[src/rtl/sfr_pkg.sv]
package sfr_pkg;
  // device-type nibble carried in the top of the first frame byte
  localparam logic [3:0] DEV_TYPE = 4'b0101;
  // byte position codes handed to the command layer
  localparam logic [1:0] IDX_ID   = 2'd0;
  localparam logic [1:0] IDX_CMD  = 2'd1;
  localparam logic [1:0] IDX_DATA = 2'd2;
endpackage

[src/rtl/sfr_sync.sv]
module sfr_sync #(
  parameter int          W       = 1,
  parameter int          STAGES  = 2,
  parameter logic [W-1:0] RST_VAL = '0
) (
  input  logic         clk,
  input  logic         rst_n,
  input  logic [W-1:0] d,
  output logic [W-1:0] q
);
  genvar b;
  generate
    for (b = 0; b < W; b++) begin : g_bit
      logic [STAGES-1:0] chain_q;
      always_ff @(posedge clk or negedge rst_n) begin
        if (!rst_n) chain_q <= {STAGES{RST_VAL[b]}};
        else        chain_q <= {chain_q[STAGES-2:0], d[b]};
      end
      assign q[b] = chain_q[STAGES-1];
    end
  endgenerate
endmodule

[src/rtl/sfr_rx_core.sv]
module sfr_rx_core import sfr_pkg::*; #(
  parameter int BYTE_W = 8,
  parameter int ADDR_W = 2,
  localparam int CNT_W = $clog2(BYTE_W),
  localparam int PAD_W = BYTE_W - 4 - ADDR_W
) (
  input  logic              clk,
  input  logic              rst_n,
  input  logic              open_evt,
  input  logic              close_evt,
  input  logic              bit_stb,
  input  logic              si_s,
  input  logic [ADDR_W-1:0] addr_strap,
  output logic [BYTE_W-1:0] rx_byte,
  output logic              byte_valid,
  output logic [1:0]        byte_idx,
  output logic              frame_start,
  output logic              frame_end,
  output logic              frame_abort,
  output logic              rejected,
  output logic [CNT_W-1:0]  bit_pos
);
  localparam logic [CNT_W-1:0] LAST = CNT_W'(BYTE_W - 1);

  logic [BYTE_W-2:0] sh_q, sh_n;
  logic [CNT_W-1:0]  cnt_q, cnt_n;
  logic [1:0]        idx_q, idx_n, bidx_q, bidx_n;
  logic              idok_q, idok_n, rej_q, rej_n;
  logic [BYTE_W-1:0] rxb_q, rxb_n, full;
  logic              vld_q, vld_n, st_q, st_n, end_q, end_n, ab_q, ab_n;
  logic              id_match, clean;

  always_comb begin
    full     = {sh_q, si_s};
    id_match = (full[BYTE_W-1 -: 4] == DEV_TYPE) &&
               (full[ADDR_W +: PAD_W] == '0) &&
               (full[ADDR_W-1:0] == addr_strap);
    clean    = idok_q && (cnt_q == '0);
    sh_n = sh_q;  cnt_n = cnt_q;  idx_n = idx_q;  idok_n = idok_q;
    rej_n = rej_q; rxb_n = rxb_q; bidx_n = bidx_q;
    vld_n = 1'b0; st_n = 1'b0; end_n = 1'b0; ab_n = 1'b0;
    if (open_evt) begin
      st_n = 1'b1; cnt_n = '0; idx_n = IDX_ID; idok_n = 1'b0; rej_n = 1'b0;
    end else if (close_evt) begin
      end_n = clean; ab_n = ~clean;
      cnt_n = '0; idx_n = IDX_ID; idok_n = 1'b0; rej_n = 1'b0;
    end else if (bit_stb && !rej_q) begin
      sh_n = full[BYTE_W-2:0];
      if (cnt_q == LAST) begin
        cnt_n = '0;
        if (idx_q == IDX_ID && !id_match) begin
          rej_n = 1'b1;
        end else begin
          vld_n  = 1'b1;
          rxb_n  = full;
          bidx_n = idx_q;
          case (idx_q)
            IDX_ID:  begin idx_n = IDX_CMD; idok_n = 1'b1; end
            IDX_CMD: idx_n = IDX_DATA;
            default: idx_n = IDX_DATA;
          endcase
        end
      end else begin
        cnt_n = cnt_q + 1'b1;
      end
    end
  end

  always_ff @(posedge clk or negedge rst_n) begin
    if (!rst_n) begin
      sh_q <= '0; cnt_q <= '0; idx_q <= IDX_ID; bidx_q <= IDX_ID;
      idok_q <= 1'b0; rej_q <= 1'b0; rxb_q <= '0;
      vld_q <= 1'b0; st_q <= 1'b0; end_q <= 1'b0; ab_q <= 1'b0;
    end else begin
      sh_q <= sh_n; cnt_q <= cnt_n; idx_q <= idx_n; bidx_q <= bidx_n;
      idok_q <= idok_n; rej_q <= rej_n; rxb_q <= rxb_n;
      vld_q <= vld_n; st_q <= st_n; end_q <= end_n; ab_q <= ab_n;
    end
  end

  assign rx_byte     = rxb_q;
  assign byte_valid  = vld_q;
  assign byte_idx    = bidx_q;
  assign frame_start = st_q;
  assign frame_end   = end_q;
  assign frame_abort = ab_q;
  assign rejected    = rej_q;
  assign bit_pos     = cnt_q;
endmodule

[src/rtl/sfr_tx_shift.sv]
module sfr_tx_shift #(
  parameter int BYTE_W = 8
) (
  input  logic              clk,
  input  logic              rst_n,
  input  logic              load,
  input  logic [BYTE_W-1:0] data,
  input  logic              shift_stb,
  output logic              so
);
  logic [BYTE_W-1:0] sr_q, sr_n;
  logic              first_q, first_n;

  always_comb begin
    sr_n = sr_q;
    first_n = first_q;
    if (load) begin
      sr_n = data;
      first_n = 1'b1;
    end else if (shift_stb) begin
      if (first_q) first_n = 1'b0;
      else         sr_n = {sr_q[BYTE_W-2:0], 1'b0};
    end
  end

  always_ff @(posedge clk or negedge rst_n) begin
    if (!rst_n) begin
      sr_q <= '0;
      first_q <= 1'b0;
    end else begin
      sr_q <= sr_n;
      first_q <= first_n;
    end
  end

  assign so = sr_q[BYTE_W-1];
endmodule

[src/rtl/spi_frame_rx.sv]
module spi_frame_rx import sfr_pkg::*; #(
  parameter int SYNC_STAGES = 2,
  parameter int BYTE_W      = 8,
  parameter int ADDR_W      = 2
) (
  input  logic              clk,
  input  logic              rst_n,
  input  logic              sck,
  input  logic              si,
  input  logic              cs_n,
  input  logic              hold_n,
  input  logic [ADDR_W-1:0] addr_strap,
  input  logic [BYTE_W-1:0] tx_byte,
  input  logic              tx_load,
  output logic              so,
  output logic              so_oe,
  output logic [BYTE_W-1:0] rx_byte,
  output logic              byte_valid,
  output logic [1:0]        byte_idx,
  output logic              frame_start,
  output logic              frame_end,
  output logic              frame_abort
);
  localparam int CNT_W = $clog2(BYTE_W);

  logic sck_s, si_s, hold_s, cs_s;
  logic sck_d, cs_d;
  logic in_frame_q, in_frame_n, paused_q, paused_n;
  logic sck_rise, sck_fall, cs_fall, cs_rise;
  logic bit_stb, shift_stb, close_evt, rejected;
  logic [CNT_W-1:0] bit_pos;

  // chip select resets to "low" so a bus held selected through reset
  // never shows a falling edge and cannot open a frame
  sfr_sync #(.W(4), .STAGES(SYNC_STAGES), .RST_VAL(4'b0010)) u_sync (
    .clk(clk), .rst_n(rst_n),
    .d({sck, si, hold_n, cs_n}),
    .q({sck_s, si_s, hold_s, cs_s})
  );

  always_ff @(posedge clk or negedge rst_n) begin
    if (!rst_n) begin
      sck_d <= 1'b0;
      cs_d  <= 1'b0;
    end else begin
      sck_d <= sck_s;
      cs_d  <= cs_s;
    end
  end

  assign sck_rise  = sck_s & ~sck_d;
  assign sck_fall  = ~sck_s & sck_d;
  assign cs_fall   = ~cs_s & cs_d;
  assign cs_rise   = cs_s & ~cs_d;
  assign close_evt = cs_rise & in_frame_q;

  always_comb begin
    in_frame_n = in_frame_q;
    if (cs_fall)      in_frame_n = 1'b1;
    else if (cs_rise) in_frame_n = 1'b0;
    paused_n = paused_q;
    if (!in_frame_q || cs_rise) paused_n = 1'b0;
    else if (!sck_s)            paused_n = ~hold_s;
  end

  always_ff @(posedge clk or negedge rst_n) begin
    if (!rst_n) begin
      in_frame_q <= 1'b0;
      paused_q   <= 1'b0;
    end else begin
      in_frame_q <= in_frame_n;
      paused_q   <= paused_n;
    end
  end

  assign bit_stb   = in_frame_q & ~paused_q & sck_rise;
  assign shift_stb = in_frame_q & ~paused_q & sck_fall;
  assign so_oe     = in_frame_q & hold_s & ~paused_q & ~rejected;

  sfr_rx_core #(.BYTE_W(BYTE_W), .ADDR_W(ADDR_W)) u_rx (
    .clk(clk), .rst_n(rst_n),
    .open_evt(cs_fall), .close_evt(close_evt), .bit_stb(bit_stb),
    .si_s(si_s), .addr_strap(addr_strap),
    .rx_byte(rx_byte), .byte_valid(byte_valid), .byte_idx(byte_idx),
    .frame_start(frame_start), .frame_end(frame_end),
    .frame_abort(frame_abort), .rejected(rejected), .bit_pos(bit_pos)
  );

  sfr_tx_shift #(.BYTE_W(BYTE_W)) u_tx (
    .clk(clk), .rst_n(rst_n),
    .load(tx_load), .data(tx_byte), .shift_stb(shift_stb), .so(so)
  );
endmodule

[config.mk]
export PLATFORM = sky130hd
export DESIGN_NAME = spi_frame_rx
export DESIGN_NICKNAME = d
export VERILOG_FILES = /design/src/rtl/sfr_pkg.sv /design/src/rtl/sfr_sync.sv /design/src/rtl/sfr_rx_core.sv /design/src/rtl/sfr_tx_shift.sv /design/src/rtl/spi_frame_rx.sv
export SDC_FILE = /design/constraint.sdc
export NUM_CORES = 1
export LEC_CHECK = 0
export BUFFER_PORTS_ARGS = -buffer_cell sky130_fd_sc_hd__buf_2
export CAP_MARGIN = 20
export CORE_ASPECT_RATIO = 0.8
export CORE_MARGIN = 8
export CORE_UTILIZATION = 45
export DETAILED_ROUTE_END_ITERATION = 16
export PLACE_DENSITY = 0.66
export SLEW_MARGIN = 25
export SYNTH_ARGS = -nofsm -noshare
export SYNTH_HDL_FRONTEND = slang
export SYNTH_SLANG_ARGS = --single-unit
export TNS_END_PERCENT = 20
[constraint.sdc]
create_clock -name clk -period 4 [get_ports clk]
set_input_delay 0.8 -clock clk [delete_from_list [all_inputs] [get_ports clk]]
set_output_delay 0.8 -clock clk [all_outputs]
set_load 0.05 [all_outputs]
==> flow_summary.json <==
{
  "finalCritPeriodShare": 0.5848,
  "post-cts-setup-buffers": 0,
  "place.port_buffers": 32,
  "route.detailed.wl_per_inst_um": 13.28,
  "area_growth_syn_to_layout_pct": 16.18,
  "drc": 0,
  "cp-end-kind": "register",
  "timing.critical_path.cells": "ha_1 > ha_1 > and3b_1 > nand2_1 > a211oi_2 > mux2_2",
  "drt.antenna.violating_nets": 0,
  "clock_skew_ns": 0.005419,
  "die_area_mm2": 0.006811,
  "post_cts_resize_count": 0,
  "layout.cell_area.non_filler_mm2": 0.002308,
  "critical_path_class": "register to register",
  "final_layout_size_suffix_gt1_frac": 0.3315,
  "clock_insertion_delay_worst_skew_ns": 0.29,
  "grt_util_all_layers": 0.1002,
  "register_area_mm2": 0.001229,
  "synthesis.nets": 171,
  "cts_hold_repair.buffers": 0,
  "cts_made_buffers": 5,
  "initial_core_util": 0.4726,
  "n_antenna_cell": 0,
  "gpl.final_weighted_congestion": 0.7843,
  "crit_path_max_incr_delay_ns": 0.71,
  "leakage_nw": 1.134,
  "cell_area_after_placement_mm2": 0.002190,
  "pwr_density_cell_mw_per_mm2": 437.8,
  "yosys_most_used_dff": "dfrtp_1",
  "tritoncts": "built",
  "critPathLaunchType": "register",
  "synth_area_per_cell_um2": 13.33,
  "postSynth.asyncResetShare": 1.000,
  "clock.fmax_ghz": 0.4275,
  "sw_frac_of_total": 0.2253,
  "synthTopCellsByCount": "dfrtp_1, nand2_1",
  "ctsHtreeMaxLevel": 2,
  "floorplan.die.width_um": 90.29,
  "first_global_vias": 1220,
  "seq_area_frac_synth": 0.6184,
  "yosys.area.top_type_share": 0.5919,
  "maxCapViolCount": 0,
  "critical_path.max_fanout": 11,
  "intPower_w": 0.0007829,
  "grt_pass1_wl_mm": 5.457,
  "vdd_ir_drop_max_mv": 0.2166,
  "clock_root_buffer": "clkbuf_8",
  "dp.final_hpwl_mm": 2.404,
  "max_slew.worst_pin.slew_ns": 0.8614,
  "design.portCount": 33,
  "clk_transition_reported_paths_ns": 0.08,
  "antenna_found_initial": 0,
  "synth_enable_flop_cells": 0,
  "timing.critical_path.from": "u_rx.bit_pos[0]",
  "die_height_um": 75.44,
  "grt_max_degree": 50,
  "synth.lib_cells_used.distinct": 32,
  "wirelength_mm": 3.201,
  "ys.warnings.count": 0,
  "core_area_mm2": 0.004204,
  "synthCells": 149,
  "synth_top_area_cells": "dfrtp_1, mux2_4, mux2_2, mux2i_1, ha_1",
  "sequential_share_of_power": 0.552,
  "setup_repair_after_global_routing_missed_its_margin": "no",
  "post-synth-top-count-cell": "dfrtp_1",
  "report.final.setup_viol": 0,
  "multi_input_logic_area_um2": 703.2,
  "avgViaCountPerCell": 4.842,
  "class_of_the_worst_hold_path": "register to register",
  "tritoncts_num_sinks": 49,
  "fin_tns_setup_ns": 0,
  "critPathArrivalTime_ns": 2.52,
  "grt_overflow_total": 0,
  "nFillCells": 375,
  "critPathRequiredTime_ns": 4.18,
  "min_period_ns": 2.339,
  "slew_headroom": 0.4247,
  "status": "complete, no violations",
  "synth_top_cell_by_area": "dfrtp_1",
  "core.rowCount": 21,
  "worst_path_most_repeated_cell": "ha_1",
  "drt_iter0_markers": 20,
  "crit-reg2reg-launch": "u_rx.bit_pos[0]",
  "dpl_worst_slack_ns": 1.483,
  "synth_area_mm2": 0.001987,
  "p_switching_w": 0.0002278,
  "dr_total_vias": 1167,
  "comb_power_share": 0.097,
  "hold_violations": 0,
  "detail_route.first_pass.iterations": 4,
  "drv_slew": 0,
  "setup_slack_ns": 1.661,
  "synth_seq_cells": 49,
  "share_clk_of_total_power": 0.351,
  "crit_path_top_delay_cell": "a211oi_2",
  "clk_path_buf_depth": 2,
  "hold_path.startpoint": "u_sync.g_bit[3].chain_q[0]",
  "finalNetCount": 205
}
cells in the final DEF, fill, tap and decap left out, types with 2 or more instances in the layout:
master     count
nor3b_1        2
ha_1           5
a21oi_1        4
xnor2_1        2
inv_1          7
nand2b_1       3
mux2_4         7
mux2i_1        9
nand2_1       11
buf_2         31
o2bb2ai_1      2
mux2_2         9
clkbuf_8       6
o21ai_0        9
dfrtp_1       47
nor2_1         9
nand3b_1       2
dfstp_2        2
and3b_1        2
metal layers:
layer	up-vias	GRT usage	part of all wire
met1	561	0.1163	0.49
met5	-	0	0
met2	24	0.1726	0.46
met3	5	0.02657	0.037
met4	0	0.04963	0.017
li1	577	-	-
power groups by stage:
| stage | registers (W) | logic [W] | clock network [W] |
|---|---|---|---|
| after floorplan | 0.000566 | 0.0000641 | 0 |
| after detailed placement | 0.000568 | 0.0000993 | 0 |
| final | 0.000558 | 0.0000979 | 0.000355 |
| after CTS | 0.000558 | 0.0000999 | 0.000362 |
| after global placement | 0.000566 | 0.0000958 | 0 |
| after global routing | 0.000564 | 0.000109 | 0.000381 |
state kept, by name (all words and copies together) (netlist names), 2 cells and up:
signal and count:
u_rx.bit_pos 3, u_rx.byte_idx 2, u_sync.g_bit.chain_q 8, u_rx.sh_q 7, u_rx.idx_q 2, u_tx.sr_q 8, u_rx.rx_byte 8
worst max-delay path: cells and delay by family (launching register included):
kind / cells / cell delay [ns]
flip-flops: 1 / 0.40
multiplexers: 1 / 0.41
adder cells (fa/ha/maj): 2 / 0.39
AND/OR/NAND/NOR: 2 / 0.32
AO/OA/AOI/OAI: 1 / 0.71
layout make-up:
type,instances,area share
Tap cell,57,0.03089
Clock inverter,1,0.01301
Clock buffer,7,0.03740
Timing Repair Buffer,32,0.07046
Multi-Input combinational cell,88,0.3046
Inverter,7,0.01138
Sequential cell,49,0.5323
final timing paths:
| kind | to | slack [ns] | cells past startpoint |
|---|---|---|---|
| setup reg to reg | u_rx.rx_byte[2] | 1.66 | 6 |
| hold / removal | u_sync.g_bit[3].chain_q[1] | 0.35 | 0 |
| hold reg to reg | u_sync.g_bit[3].chain_q[1] | 0.35 | 0 |
| setup / recovery | u_rx.rx_byte[2] | 1.66 | 6 |
| min in group asynchronous | u_sync.g_bit[2].chain_q[1] | 0.49 | 1 |
| max in group asynchronous | u_rx.sh_q[3] | 3.10 | 1 |
metrics by stage:
step                        util  hold slack, ns  instances  total power [W]
final                     0.5491          0.3519        241         0.001011
after global placement    0.5208          0.3316        233        0.0006619
after floorplan                -          0.3312        149        0.0006301
after CTS                 0.5485          0.3546        241         0.001020
after detailed placement  0.5208          0.3347        233        0.0006677
after global routing      0.5491          0.3675        241         0.001054
cells by family (layout without fill, tap and decap cells):
group	after synthesis	count (layout)	synth area share
buf+inv	12	47	0.02771
fa+ha+maj	5	5	0.03149
compound gates	19	19	0.05920
flops	49	49	0.6184
mux	25	25	0.1492
simple gates	37	37	0.1052
xor+xnor	2	2	0.008818
No activity file was read; power rests on OpenSTA's default activity.
